## src/rtl/tbdec_pkg.sv

```systemverilog
package tbdec_pkg;
  // Register select encoding shared by the read and write paths
  typedef enum logic [1:0] {
    SEL_TB_LO = 2'd0,
    SEL_TB_HI = 2'd1,
    SEL_DEC   = 2'd2,
    SEL_NONE  = 2'd3
  } reg_sel_e;
endpackage

```

## src/rtl/tbdec_prescaler.sv

```systemverilog
module tbdec_prescaler #(
  parameter int DIV = 4
) (
  input  logic clk,
  input  logic rst,
  output logic tick
);
  localparam int CW = (DIV > 1) ? $clog2(DIV) : 1;

  generate
    if (DIV <= 1) begin : g_every
      assign tick = 1'b1;
    end else begin : g_div
      logic [CW-1:0] cnt;
      localparam logic [CW-1:0] LAST = CW'(DIV - 1);

      always_ff @(posedge clk) begin
        if (rst)              cnt <= '0;
        else if (cnt == LAST) cnt <= '0;
        else                  cnt <= cnt + 1'b1;
      end

      assign tick = (cnt == LAST);


      tick_spacing_chk: assert property (@(posedge clk) disable iff (rst)
        tick |=> !tick);
    end
  endgenerate
endmodule

```

## src/rtl/tbdec_timebase.sv

```systemverilog
module tbdec_timebase #(
  parameter int HALF_W = 32
) (
  input  logic                  clk,
  input  logic                  rst,
  input  logic                  tick,
  input  logic                  wr_lo,
  input  logic                  wr_hi,
  input  logic [HALF_W-1:0]     wdata,
  output logic [2*HALF_W-1:0]   tb
);
  localparam int TB_W = 2 * HALF_W;

  always_ff @(posedge clk) begin
    if (rst)        tb <= '0;
    else if (wr_lo) tb[HALF_W-1:0] <= wdata;
    else if (wr_hi) tb[TB_W-1:HALF_W] <= wdata;
    else if (tick)  tb <= tb + TB_W'(1);
  end


  tb_step_chk: assert property (@(posedge clk) disable iff (rst)
    (tick && !wr_lo && !wr_hi) |=> tb == $past(tb) + TB_W'(1));


  lo_write_keeps_hi_chk: assert property (@(posedge clk) disable iff (rst)
    wr_lo |=> (tb[TB_W-1:HALF_W] == $past(tb[TB_W-1:HALF_W])) &&
              (tb[HALF_W-1:0] == $past(wdata)));


  hi_write_keeps_lo_chk: assert property (@(posedge clk) disable iff (rst)
    (wr_hi && !wr_lo) |=> (tb[HALF_W-1:0] == $past(tb[HALF_W-1:0])) &&
                          (tb[TB_W-1:HALF_W] == $past(wdata)));
endmodule

```

## src/rtl/tbdec_decrementer.sv

```systemverilog
module tbdec_decrementer #(
  parameter int W = 32
) (
  input  logic         clk,
  input  logic         rst,
  input  logic         tick,
  input  logic         wr,
  input  logic [W-1:0] wdata,
  input  logic         ack,
  output logic [W-1:0] dec,
  output logic         irq
);
  logic expire;
  logic sw_raise;

  // Expiry: a tick finds the count at zero and no write overrides it
  assign expire   = tick && !wr && (dec == '0);
  // Sign transition from non-negative to negative by a write
  assign sw_raise = wr && wdata[W-1] && !dec[W-1];

  always_ff @(posedge clk) begin
    if (rst) begin
      dec <= '1;
      irq <= 1'b0;
    end else begin
      if (wr)        dec <= wdata;
      else if (tick) dec <= dec - 1'b1;

      if (expire || sw_raise) irq <= 1'b1;
      else if (ack)           irq <= 1'b0;
    end
  end


  expire_reload_chk: assert property (@(posedge clk) disable iff (rst)
    (tick && !wr && dec == '0) |=> (dec == '1) && irq);


  irq_hold_chk: assert property (@(posedge clk) disable iff (rst)
    (irq && !ack) |=> irq);


  write_wins_chk: assert property (@(posedge clk) disable iff (rst)
    wr |=> dec == $past(wdata));


  sw_raise_chk: assert property (@(posedge clk) disable iff (rst)
    (wr && wdata[W-1] && !dec[W-1]) |=> irq);
endmodule

```

## src/rtl/tbdec_timer.sv

```systemverilog
module tbdec_timer #(
  parameter int HALF_W   = 32,
  parameter int TICK_DIV = 4
) (
  input  logic              clk,
  input  logic              rst,
  input  logic              wr_en,
  input  logic [1:0]        wr_sel,
  input  logic [HALF_W-1:0] wr_data,
  input  logic [1:0]        rd_sel,
  output logic [HALF_W-1:0] rd_data,
  input  logic              irq_ack,
  output logic              irq
);
  import tbdec_pkg::*;

  localparam int TB_W = 2 * HALF_W;

  logic              tick;
  logic              wr_lo, wr_hi, wr_dec;
  logic [TB_W-1:0]   tb;
  logic [HALF_W-1:0] dec;

  assign wr_lo  = wr_en && (reg_sel_e'(wr_sel) == SEL_TB_LO);
  assign wr_hi  = wr_en && (reg_sel_e'(wr_sel) == SEL_TB_HI);
  assign wr_dec = wr_en && (reg_sel_e'(wr_sel) == SEL_DEC);

  tbdec_prescaler #(.DIV(TICK_DIV)) u_pre (
    .clk  (clk),
    .rst  (rst),
    .tick (tick)
  );

  tbdec_timebase #(.HALF_W(HALF_W)) u_tb (
    .clk   (clk),
    .rst   (rst),
    .tick  (tick),
    .wr_lo (wr_lo),
    .wr_hi (wr_hi),
    .wdata (wr_data),
    .tb    (tb)
  );

  tbdec_decrementer #(.W(HALF_W)) u_dec (
    .clk   (clk),
    .rst   (rst),
    .tick  (tick),
    .wr    (wr_dec),
    .wdata (wr_data),
    .ack   (irq_ack),
    .dec   (dec),
    .irq   (irq)
  );

  always_ff @(posedge clk) begin
    if (rst) begin
      rd_data <= '0;
    end else begin
      case (reg_sel_e'(rd_sel))
        SEL_TB_LO: rd_data <= tb[HALF_W-1:0];
        SEL_TB_HI: rd_data <= tb[TB_W-1:HALF_W];
        SEL_DEC:   rd_data <= dec;
        default:   rd_data <= '0;
      endcase
    end
  end


  none_reads_zero_chk: assert property (@(posedge clk) disable iff (rst)
    (rd_sel == 2'd3) |=> rd_data == '0);


  reset_state_chk: assert property (@(posedge clk)
    rst |=> (!irq && rd_data == '0));
endmodule

```

## config.mk

```make
export PLATFORM = sky130hd
export DESIGN_NAME = tbdec_timer
export DESIGN_NICKNAME = d
export VERILOG_FILES = /design/src/rtl/tbdec_pkg.sv /design/src/rtl/tbdec_prescaler.sv /design/src/rtl/tbdec_timebase.sv /design/src/rtl/tbdec_decrementer.sv /design/src/rtl/tbdec_timer.sv
export SDC_FILE = /design/constraint.sdc
export NUM_CORES = 1
export LEC_CHECK = 0
export BUFFER_PORTS_ARGS = -buffer_cell sky130_fd_sc_hd__buf_2
export CAP_MARGIN = 10
export CELL_PAD_IN_SITES_DETAIL_PLACEMENT = 1
export CELL_PAD_IN_SITES_GLOBAL_PLACEMENT = 1
export CORE_MARGIN = 4
export CORE_UTILIZATION = 48
export DETAILED_ROUTE_END_ITERATION = 6
export PLACE_DENSITY = 0.95
export SYNTH_ARGS = -nofsm -noshare
export SYNTH_HDL_FRONTEND = slang
export SYNTH_SLANG_ARGS = --single-unit
```

## constraint.sdc

```tcl
create_clock -name clk -period 4.96 [get_ports clk]
set_input_delay 1.488 -clock clk [delete_from_list [all_inputs] [get_ports clk]]
set_output_delay 1.488 -clock clk [all_outputs]
set_load 0.01 [all_outputs]
```

==> results of run 1 <==
## power breakdown
part / switching, mW / total, mW / internal (mW)
Sequential: 0.0701 / 1.18 / 1.11
Clock: 0.507 / 1.46 / 0.954
Combinational: 0.189 / 0.299 / 0.109
## final timing paths
path | end | slack (ps) | cells after the start | start
min reg2reg | u_pre.g_div.cnt[0]$_SDFF_PP0_ | 460 | 1 | u_pre.g_div.cnt[0]$_SDFF_PP0_
min | u_pre.g_div.cnt[0]$_SDFF_PP0_ | 460 | 1 | u_pre.g_div.cnt[0]$_SDFF_PP0_
max reg2reg | u_tb.tb[28]$_SDFFE_PP0P_ | 1900 | 6 | u_pre.g_div.cnt[1]$_SDFF_PP0_
max | u_tb.tb[28]$_SDFFE_PP0P_ | 1670 | 6 | wr_en
## final cells by class
| class | instances | area, um^2 | area share, % |
|---|---|---|---|
| clock buffers | 18 | 439 | 5.23 |
| clock inverters | 14 | 233 | 2.77 |
| inverters | 13 | 48.8 | 0.581 |
| multi-input cells | 721 | 4340 | 51.7 |
| flip-flops and latches | 131 | 2620 | 31.2 |
| well taps | 184 | 230 | 2.74 |
| repair buffers | 86 | 480 | 5.72 |
## state kept, by name (all words and copies together), names as in the netlist
register and cells:
u_tb.tb 64, rd_data 32, u_dec.dec 32, u_pre.g_div.cnt 2
u_dec.irq 1
## placed cells by master (no fill, tap or decap), types with 3 or more instances in the layout
cell type	instances
sky130_fd_sc_hd__nor3_1	50
sky130_fd_sc_hd__and3_1	23
sky130_fd_sc_hd__and2_1	4
sky130_fd_sc_hd__dfxtp_1	131
sky130_fd_sc_hd__a311oi_1	17
sky130_fd_sc_hd__mux2i_1	38
sky130_fd_sc_hd__o211ai_1	9
sky130_fd_sc_hd__nand2b_1	6
sky130_fd_sc_hd__clkbuf_16	17
sky130_fd_sc_hd__a211oi_1	28
sky130_fd_sc_hd__nand4_1	28
sky130_fd_sc_hd__o21a_1	3
sky130_fd_sc_hd__and4_1	13
sky130_fd_sc_hd__inv_1	13
sky130_fd_sc_hd__buf_4	14
sky130_fd_sc_hd__xnor2_1	9
sky130_fd_sc_hd__or2_2	3
sky130_fd_sc_hd__a31oi_1	6
sky130_fd_sc_hd__buf_2	71
sky130_fd_sc_hd__nor2_1	158
sky130_fd_sc_hd__o21ai_0	17
sky130_fd_sc_hd__a21oi_1	36
sky130_fd_sc_hd__nor4_1	35
sky130_fd_sc_hd__o31ai_1	14
sky130_fd_sc_hd__or3_1	18
sky130_fd_sc_hd__clkinv_2	4
sky130_fd_sc_hd__ha_1	3
sky130_fd_sc_hd__o31a_1	6
sky130_fd_sc_hd__bufinv_16	6
sky130_fd_sc_hd__nand3_1	42
sky130_fd_sc_hd__o311a_1	7
sky130_fd_sc_hd__o2111ai_1	3
sky130_fd_sc_hd__or4_1	19
sky130_fd_sc_hd__nand2_1	69
sky130_fd_sc_hd__xor2_1	24
## logic make-up (layout without fill, tap and decap cells)
family          after synthesis  after routing  synth area share, %
compound gates              156            156                 15.0
xor+xnor                     33             33                 3.96
fa+ha+maj                     3              3                0.515
buf+inv                      87            131                 4.68
flops                       131            131                 36.0
mux                          38             38                 5.22
simple gates                491            491                 34.6
## metal layers
layer  up-vias  global-route usage (%)  part of all wire, %
li1       3520                       -                    -
met1      3833                    40.9                   40
met2       433                    53.1                   48
met3       105                    5.81                  7.8
met4         0                    15.0                  4.5
met5         -                       0                    0
## critical path, stage by stage
cell	delay [ps]
sky130_fd_sc_hd__buf_2	120
sky130_fd_sc_hd__nor2b_1	190
sky130_fd_sc_hd__nor3_4	520
sky130_fd_sc_hd__nand3_1	420
sky130_fd_sc_hd__or4_1	620
sky130_fd_sc_hd__a311oi_1	260
==> results.toml, run 1 <==
[outcome]
outcome = "finished, final reports clean"

[layout]
diodes = 0
finish.instance_area_um2 = 8400
final_net_count = 1013
area_growth_pct = 15.1
drive_gt1_share_pct = 13.6
post_layout_nonfiller_instances = 1167
fin_util_pct = 57.1
layout.filler_cells = 1786

[yosys]
mappedNetlistNets = 982
synth_edf_count = 0
synthesis.instances = 939
synthArstFlopShare_pct = 0
yosys_register_bits = 131
synthDistinctLibCells = 61
yosys_most_used_dff = "sky130_fd_sc_hd__dfxtp_1"
post_synth_main_area_contributors = "sky130_fd_sc_hd__dfxtp_1 36%, sky130_fd_sc_hd__nor2_1 8.2%, sky130_fd_sc_hd__mux2i_1 5.2%, sky130_fd_sc_hd__nand2_1 3.6%, sky130_fd_sc_hd__nor3_1 3.4%"
synth_common_cells = "159 x sky130_fd_sc_hd__nor2_1, 131 x sky130_fd_sc_hd__dfxtp_1, 69 x sky130_fd_sc_hd__nand2_1"
yosysSeqAreaShare_pct = 36.0
largest_area_contributor_in_the_netlist = "sky130_fd_sc_hd__dfxtp_1"
syn-mean-instance-area_um2 = 7.77
post-synth-top-count-cell = "sky130_fd_sc_hd__nor2_1"
netlist_area_um2 = 7290
synth.yosys.warnings = 0
synth_largest_type_area_fraction_pct = 36.0

[route]
detail-route-antenna-nets = 0
drt-wirelength-per-cell_um = 24.1
num_vias = 7891
drt-initial-drc-count = 896
post-route-drc-count = 0
vias_per_cell = 6.76
wl_mm = 28.2
detailedRoute.firstPassIterationCount = 6

[power]
power.density_cell_area_nw_per_um2 = 350
irDropWorstVdd_uv = 242
cellLeakagePower_nw = 3.12
design_power_total_mw = 2.94

[timing]
max-slew-margin-rel_pct = 35.7
worstMarginPinSlew_ps = 956
maxClockFrequency_mhz = 304
hold_viol_final = 0
timing.final.setup_violations = 0
worst_hold_slack_ps = 459
rsz0062_at_grt = "no"
period_needed_ps = 3290
setup_ws_ps = 1670
maximum_clock_skew_at_final_layout_ps = 9.43
drv_slew = 0
tns_ps = 0
finalCritPeriodShare_pct = 66.4

[job]
cap_violations = 0

[clock_tree]
clock_sink_count = 131
cts_tree = "yes"
cts_resized = 0
post_cts.repair.setup_buffers = 0
cts_root_buffer_type = "sky130_fd_sc_hd__clkbuf_16"
clkLatencyLatePin_ps = 430
cts_hold_repair.buffers = 0
cts.clk_slew.worst_paths_ps = 60
clk_path_buf_depth = 2
ctsHtreeMaxLevel = 4
tritoncts.num_buffers = 17

[critical_path]
cp.required_ps = 5300
timing.critical_path.to_type = "register"
critPathLaunchType = "input pin"
crit_arrival_ps = 3630
crit_fanout = 10
crit_type = "input pin to register"

[die]
die_h_um = 131
placementRows = 44
core_area_um2 = 14700
die_w_um = 131
design.die.area_um2 = 17200
design.portCount = 73
floorplan.initialDensity_pct = 49.6

[grt]
grt_start_max_net_pins = 77
grt-ovfl-total = 0
grt_first_pass_wirelength_mm = 44.4
grt_usage_pct = 32.1
first_global_vias = 7995
grt_antenna_before_repair = 0

[min_path]
min_path_type = "register to register"

[place]
placed_cells_incl_taps = 1135
detailed_place_hpwl_mm = 18.4
dpl_worst_slack_ps = 1260
routability_driven_placement_congestion_ratio = 0.922
place_area_um2 = 7720
place.port_buffers = 72
No activity file was read; power rests on OpenSTA's default activity.
==> inputs of run 2 (changes only) <==
--- a/config.mk
+++ b/config.mk
@@ -10,9 +10,9 @@
 export CELL_PAD_IN_SITES_DETAIL_PLACEMENT = 1
 export CELL_PAD_IN_SITES_GLOBAL_PLACEMENT = 1
 export CORE_MARGIN = 4
-export CORE_UTILIZATION = 48
+export CORE_UTILIZATION = 40
 export DETAILED_ROUTE_END_ITERATION = 6
-export PLACE_DENSITY = 0.95
+export PLACE_DENSITY = 0.88
 export SYNTH_ARGS = -nofsm -noshare
 export SYNTH_HDL_FRONTEND = slang
 export SYNTH_SLANG_ARGS = --single-unit
==> constraint.sdc (replaced) <==
create_clock -name clk -period 2.65 [get_ports clk]
set_input_delay 0.795 -clock clk [delete_from_list [all_inputs] [get_ports clk]]
set_output_delay 0.795 -clock clk [all_outputs]
set_load 0.01 [all_outputs]
==> run 2 against run 1 <==
  * Register-to-register slack worse by 1700 ps
  * Global-route usage shrank 4.4 points
  * Sequential share of layout area fell by 1.2 points
  * Highest routed layer unchanged
==> results.toml, run 2 (synthesis gave the netlist of run 1 again) <==
[timing]
worst_hold_slack_ps = 435
finalCritPeriodShare_pct = 92.9
hold_viol_final = 0
worstMarginPinSlew_ps = 934
timing.final.setup_violations = 0
period_needed_ps = 2460
max-slew-margin-rel_pct = 37.5
maxClockFrequency_mhz = 406
tns_ps = 0
rsz0062_at_grt = "no"
maximum_clock_skew_at_final_layout_ps = 10.6
drv_slew = 0

[grt]
grt_usage_pct = 27.8
grt_antenna_before_repair = 0
grt_start_max_net_pins = 65
grt-ovfl-total = 0
grt_first_pass_wirelength_mm = 44.1
first_global_vias = 7914

[layout]
largest_register_ff_count = 64
finish.instance_area_um2 = 8740
final_net_count = 1045
mostFrequentLayoutCell = "sky130_fd_sc_hd__nor2_1"
layout.filler_cells = 2241
drive_gt1_share_pct = 16.4
diodes = 0
regMostFlops = "u_tb.tb"
area_growth_pct = 19.8
most-common-layout-cells = "158 x sky130_fd_sc_hd__nor2_1, 131 x sky130_fd_sc_hd__dfxtp_1, 71 x sky130_fd_sc_hd__buf_2"
reg.largest.list = "u_tb.tb: 64 flops, rd_data: 32 flops, u_dec.dec: 32 flops"

[die]
placementRows = 49
die_w_um = 143
design.portCount = 73
die_h_um = 143
design.die.area_um2 = 20500
floorplan.initialDensity_pct = 40.6
core_area_um2 = 18000

[route]
drt-wirelength-per-cell_um = 22.7
post-route-drc-count = 0
wl_mm = 28.3
drt-initial-drc-count = 750
num_vias = 7924
detailedRoute.firstPassIterationCount = 4
vias_per_cell = 6.37
detail-route-antenna-nets = 0

[clock_tree]
clkLatencyLatePin_ps = 430
tritoncts.num_buffers = 17
cts_hold_repair.buffers = 0
clk_path_buf_depth = 2
clock_sink_count = 131
cts_root_buffer_type = "sky130_fd_sc_hd__clkbuf_16"
cts_tree = "yes"
ctsHtreeMaxLevel = 4
cts.clk_slew.worst_paths_ps = 60
post_cts.repair.setup_buffers = 0

[critical_path]
timing.critical_path.to_type = "register"
crit_arrival_ps = 2780
cp.required_ps = 2970
critPathLaunchType = "register"
crit_type = "register to register"
crit_fanout = 9

[place]
place.port_buffers = 72
place_area_um2 = 8080
routability_driven_placement_congestion_ratio = 0.894
detailed_place_hpwl_mm = 19.3

[outcome]
outcome = "finished, final reports clean"

[job]
cap_violations = 0

[power]
irDropWorstVdd_uv = 530
internal_power_mw = 3.97
seq_power_share_pct = 40.6
cellLeakagePower_nw = 3.30
comb_power_share_pct = 10.9
power.density_cell_area_nw_per_um2 = 621
share_clk_of_total_power_pct = 48.5
switchingPower_mw = 1.45
switching_share_pct = 26.8

[min_path]
min_path_type = "register to register"
-- run 2: layer usage --
layer / share of wire [%] / track usage, %
met5: 0 / 0
met4: 4.3 / 12.4
met3: 6.2 / 5.32
met2: 47 / 45.8
met1: 42 / 35.2
-- run 2: worst max-delay path, cell delays in order (launching register included) --
cell	delay [ps]
sky130_fd_sc_hd__dfxtp_1	500
sky130_fd_sc_hd__nand4_4	220
sky130_fd_sc_hd__or4_1	770
sky130_fd_sc_hd__or4_1	550
sky130_fd_sc_hd__a311oi_1	320
-- run 2: through the flow --
stage	std cells	power (mW)	setup slack, ps	utilization [%]
finish	1244	5.43	189	48.6
global route	1244	5.59	45.2	48.6
CTS	1244	5.42	123	48.6
detailed placement	1212	2.81	30.4	45.0
global placement	1212	2.78	98.4	45.0
floorplan	939	2.54	246	-
-- run 2: power groups by stage --
stage | combinational [mW] | clock (mW) | sequential (mW)
after floorplan | 0.328 | 0 | 2.21
after global placement | 0.555 | 0 | 2.23
after detailed placement | 0.572 | 0 | 2.24
after CTS | 0.581 | 2.64 | 2.20
after global routing | 0.638 | 2.74 | 2.21
final | 0.589 | 2.63 | 2.20
-- run 2: final cells by class --
class | instances | area (um^2) | share of cell area (%)
Timing Repair Buffer | 118 | 783 | 8.96
Inverter | 13 | 48.8 | 0.558
Clock buffer | 19 | 433 | 4.95
Tap cell | 229 | 287 | 3.28
Multi-Input combinational cell | 721 | 4350 | 49.8
Clock inverter | 13 | 209 | 2.39
Sequential cell | 131 | 2620 | 30.0
-- run 2: worst paths after layout --
kind | start | endpoint | slack, ps | cells after the start
setup / recovery | u_tb.tb[30]$_SDFFE_PP0P_ | u_tb.tb[42]$_SDFFE_PP0P_ | 190 | 4
hold / removal | u_pre.g_div.cnt[0]$_SDFF_PP0_ | u_pre.g_div.cnt[0]$_SDFF_PP0_ | 440 | 1
setup reg to reg | u_tb.tb[30]$_SDFFE_PP0P_ | u_tb.tb[42]$_SDFFE_PP0P_ | 190 | 4
hold reg to reg | u_pre.g_div.cnt[0]$_SDFF_PP0_ | u_pre.g_div.cnt[0]$_SDFF_PP0_ | 440 | 1
-- run 2: what timing repair did --
| item | 4_1_cts | 5_1_grt |
|---|---|---|
| hold endpoints to repair | 0 | 0 |
| gates resized for setup | 0 | 2 |
| endpoints found under the setup margin | 0 | 2 |
==> inputs of run 3 (changes only) <==
--- a/config.mk
+++ b/config.mk
@@ -7,10 +7,8 @@
 export LEC_CHECK = 0
 export BUFFER_PORTS_ARGS = -buffer_cell sky130_fd_sc_hd__buf_2
 export CAP_MARGIN = 10
-export CELL_PAD_IN_SITES_DETAIL_PLACEMENT = 1
-export CELL_PAD_IN_SITES_GLOBAL_PLACEMENT = 1
 export CORE_MARGIN = 4
-export CORE_UTILIZATION = 40
+export CORE_UTILIZATION = 54
 export DETAILED_ROUTE_END_ITERATION = 6
 export PLACE_DENSITY = 0.88
 export SYNTH_ARGS = -nofsm -noshare
==> run 3 against run 2 <==
  * The run now ends with DRC left
  * Sequential power barely moved
  * Register-to-register slack barely moved
  * Clock-buffer cell count did not move
  * Critical endpoint is now u_dec.dec[17]$_SDFFE_PP1P_
  * Largest cell class unchanged
  * Die area fell by 25%
  * Wire length fell by 13%
  * Largest power group unchanged
  * Maximum frequency barely moved
==> results.toml, run 3 (synthesis gave the netlist of run 1 again) <==
[outcome]
outcome = "finished, violations left"
failed_checks = "DRC"

[route]
drt-initial-drc-count = 1183
wl_mm = 24.5
detail-route-antenna-nets = 0
drt-wirelength-per-cell_um = 20.4
post-route-drc-count = 1
detailedRoute.firstPassIterationCount = 7
num_vias = 8020
vias_per_cell = 6.68

[clock_tree]
tritoncts.num_buffers = 17
clkLatencyLatePin_ps = 430
clock_sink_count = 131
cts_tree = "yes"
post_cts.repair.setup_buffers = 0
ctsHtreeMaxLevel = 4
cts.clk_slew.worst_paths_ps = 60
cts_hold_repair.buffers = 0
clk_path_buf_depth = 2
cts_root_buffer_type = "sky130_fd_sc_hd__clkbuf_16"
cts_resized = 0

[timing]
maximum_clock_skew_at_final_layout_ps = 9.48
rsz0062_at_grt = "no"
worstMarginPinSlew_ps = 783
drv_slew = 0
finalCritPeriodShare_pct = 92.9
maxClockFrequency_mhz = 406
max-slew-margin-rel_pct = 47.6
period_needed_ps = 2460
timing.final.setup_violations = 0
tns_ps = 0
hold_viol_final = 0

[die]
floorplan.initialDensity_pct = 55.1
core_area_um2 = 13200
die_w_um = 124
design.die.area_um2 = 15400
design.portCount = 73
placementRows = 42
die_h_um = 124

[power]
cellLeakagePower_nw = 3.31
design_power_total_mw = 5.39
irDropWorstVdd_uv = 560
power.density_cell_area_nw_per_um2 = 619

[critical_path]
crit_arrival_ps = 2810
r2r.worst_path.cells = 6
r2r_end = "u_dec.dec[17]$_SDFFE_PP1P_"
cp.required_ps = 2990
timing.critical_path.to_type = "register"
worstSetupEndpoint = "u_dec.dec[17]$_SDFFE_PP1P_"
critPathLaunchType = "register"
startpoint = "u_pre.g_div.cnt[0]$_SDFF_PP0_"
worst-r2r-setup-slack_ps = 190
r2r-start = "u_pre.g_div.cnt[0]$_SDFF_PP0_"
crit_type = "register to register"
crit_fanout = 7

[grt]
grt_start_max_net_pins = 51
grt_usage_pct = 31.4
first_global_vias = 7552
grt_antenna_before_repair = 0
grt-ovfl-total = 0
grt_first_pass_wirelength_mm = 39.4

[layout]
regMostFlops = "u_tb.tb"
reg.largest.list = "u_tb.tb: 64 flops, rd_data: 32 flops, u_dec.dec: 32 flops"
diodes = 0
drive_gt1_share_pct = 17.0
layout.filler_cells = 1086
largest_register_ff_count = 64
final_net_count = 1054
most-common-layout-cells = "158 x sky130_fd_sc_hd__nor2_1, 131 x sky130_fd_sc_hd__dfxtp_1, 71 x sky130_fd_sc_hd__buf_2"
mostFrequentLayoutCell = "sky130_fd_sc_hd__nor2_1"
area_growth_pct = 19.3

[min_path]
min_path_type = "register to register"

[place]
place.port_buffers = 72
detailed_place_hpwl_mm = 17.2
routability_driven_placement_congestion_ratio = 0.996

[job]
cap_violations = 0
run 3: cell count changes in the layout (fill, tap and decap cells not counted), sizes merged:
| cell | before | now |
|---|---|---|
| clkinvlp | 0 | 5 |
| buf | 118 | 127 |
| clkinv | 8 | 2 |
| inv | 13 | 14 |
run 3: power by group:
part / total (mW) / switching (mW) / internal (mW)
logic: 0.575 / 0.350 / 0.225
registers: 2.19 / 0.114 / 2.08
clock network: 2.62 / 0.926 / 1.69
run 3: per-layer routing:
layer | vias up | track usage (%) | share of wire (%)
met4 | 0 | 15.7 | 4.8
li1 | 3612 | - | -
met2 | 575 | 48.7 | 45
met1 | 3717 | 40.5 | 39
met3 | 116 | 8.20 | 11
met5 | - | 0 | 0
run 3: per-stage QoR:
stage / cells / instance area, um^2 / util (%) / setup slack (ps) / hold slack (ps)
after floorplan: 939 / 7290 / - / 246 / 408
after global placement: 1168 / 8050 / 60.8 / 121 / 415
after detailed placement: 1168 / 8050 / 60.8 / 52.1 / 450
after CTS: 1200 / 8700 / 65.7 / 234 / 458
after global routing: 1200 / 8700 / 65.7 / 91.6 / 460
final: 1200 / 8700 / 65.7 / 187 / 464
run 3: final cells by class:
type                       count  area (um^2)  share of cell area (%)
inverter                      13         48.8                   0.561
sequential                   131         2620                    30.2
clock inverter                13          206                    2.37
multi-input combinational    721         4340                    49.9
timing repair buffer         127          813                    9.35
clock buffer                  19          443                    5.09
tap                          176          220                    2.53
run 3: how the worst min path moves through the flow:
stage | startpoint | endpoint | cells past startpoint
after floorplan | u_pre.g_div.cnt[0]$_SDFF_PP0_ | u_pre.g_div.cnt[0]$_SDFF_PP0_ | 1
after global placement | u_pre.g_div.cnt[0]$_SDFF_PP0_ | u_pre.g_div.cnt[0]$_SDFF_PP0_ | 1
after detailed placement | u_pre.g_div.cnt[0]$_SDFF_PP0_ | u_pre.g_div.cnt[0]$_SDFF_PP0_ | 1
after CTS | u_pre.g_div.cnt[0]$_SDFF_PP0_ | u_pre.g_div.cnt[0]$_SDFF_PP0_ | 1
after global routing | u_pre.g_div.cnt[0]$_SDFF_PP0_ | u_pre.g_div.cnt[0]$_SDFF_PP0_ | 1
final | u_pre.g_div.cnt[0]$_SDFF_PP0_ | u_pre.g_div.cnt[0]$_SDFF_PP0_ | 1
run 3: worst max-delay path, cell delays in order (launching register included):
cell and delay, ps:
sky130_fd_sc_hd__dfxtp_1 350, sky130_fd_sc_hd__ha_1 320, sky130_fd_sc_hd__or3b_1 410, sky130_fd_sc_hd__or4_1 610, sky130_fd_sc_hd__nor4_1 420, sky130_fd_sc_hd__nor4_1 90, sky130_fd_sc_hd__a211oi_1 180
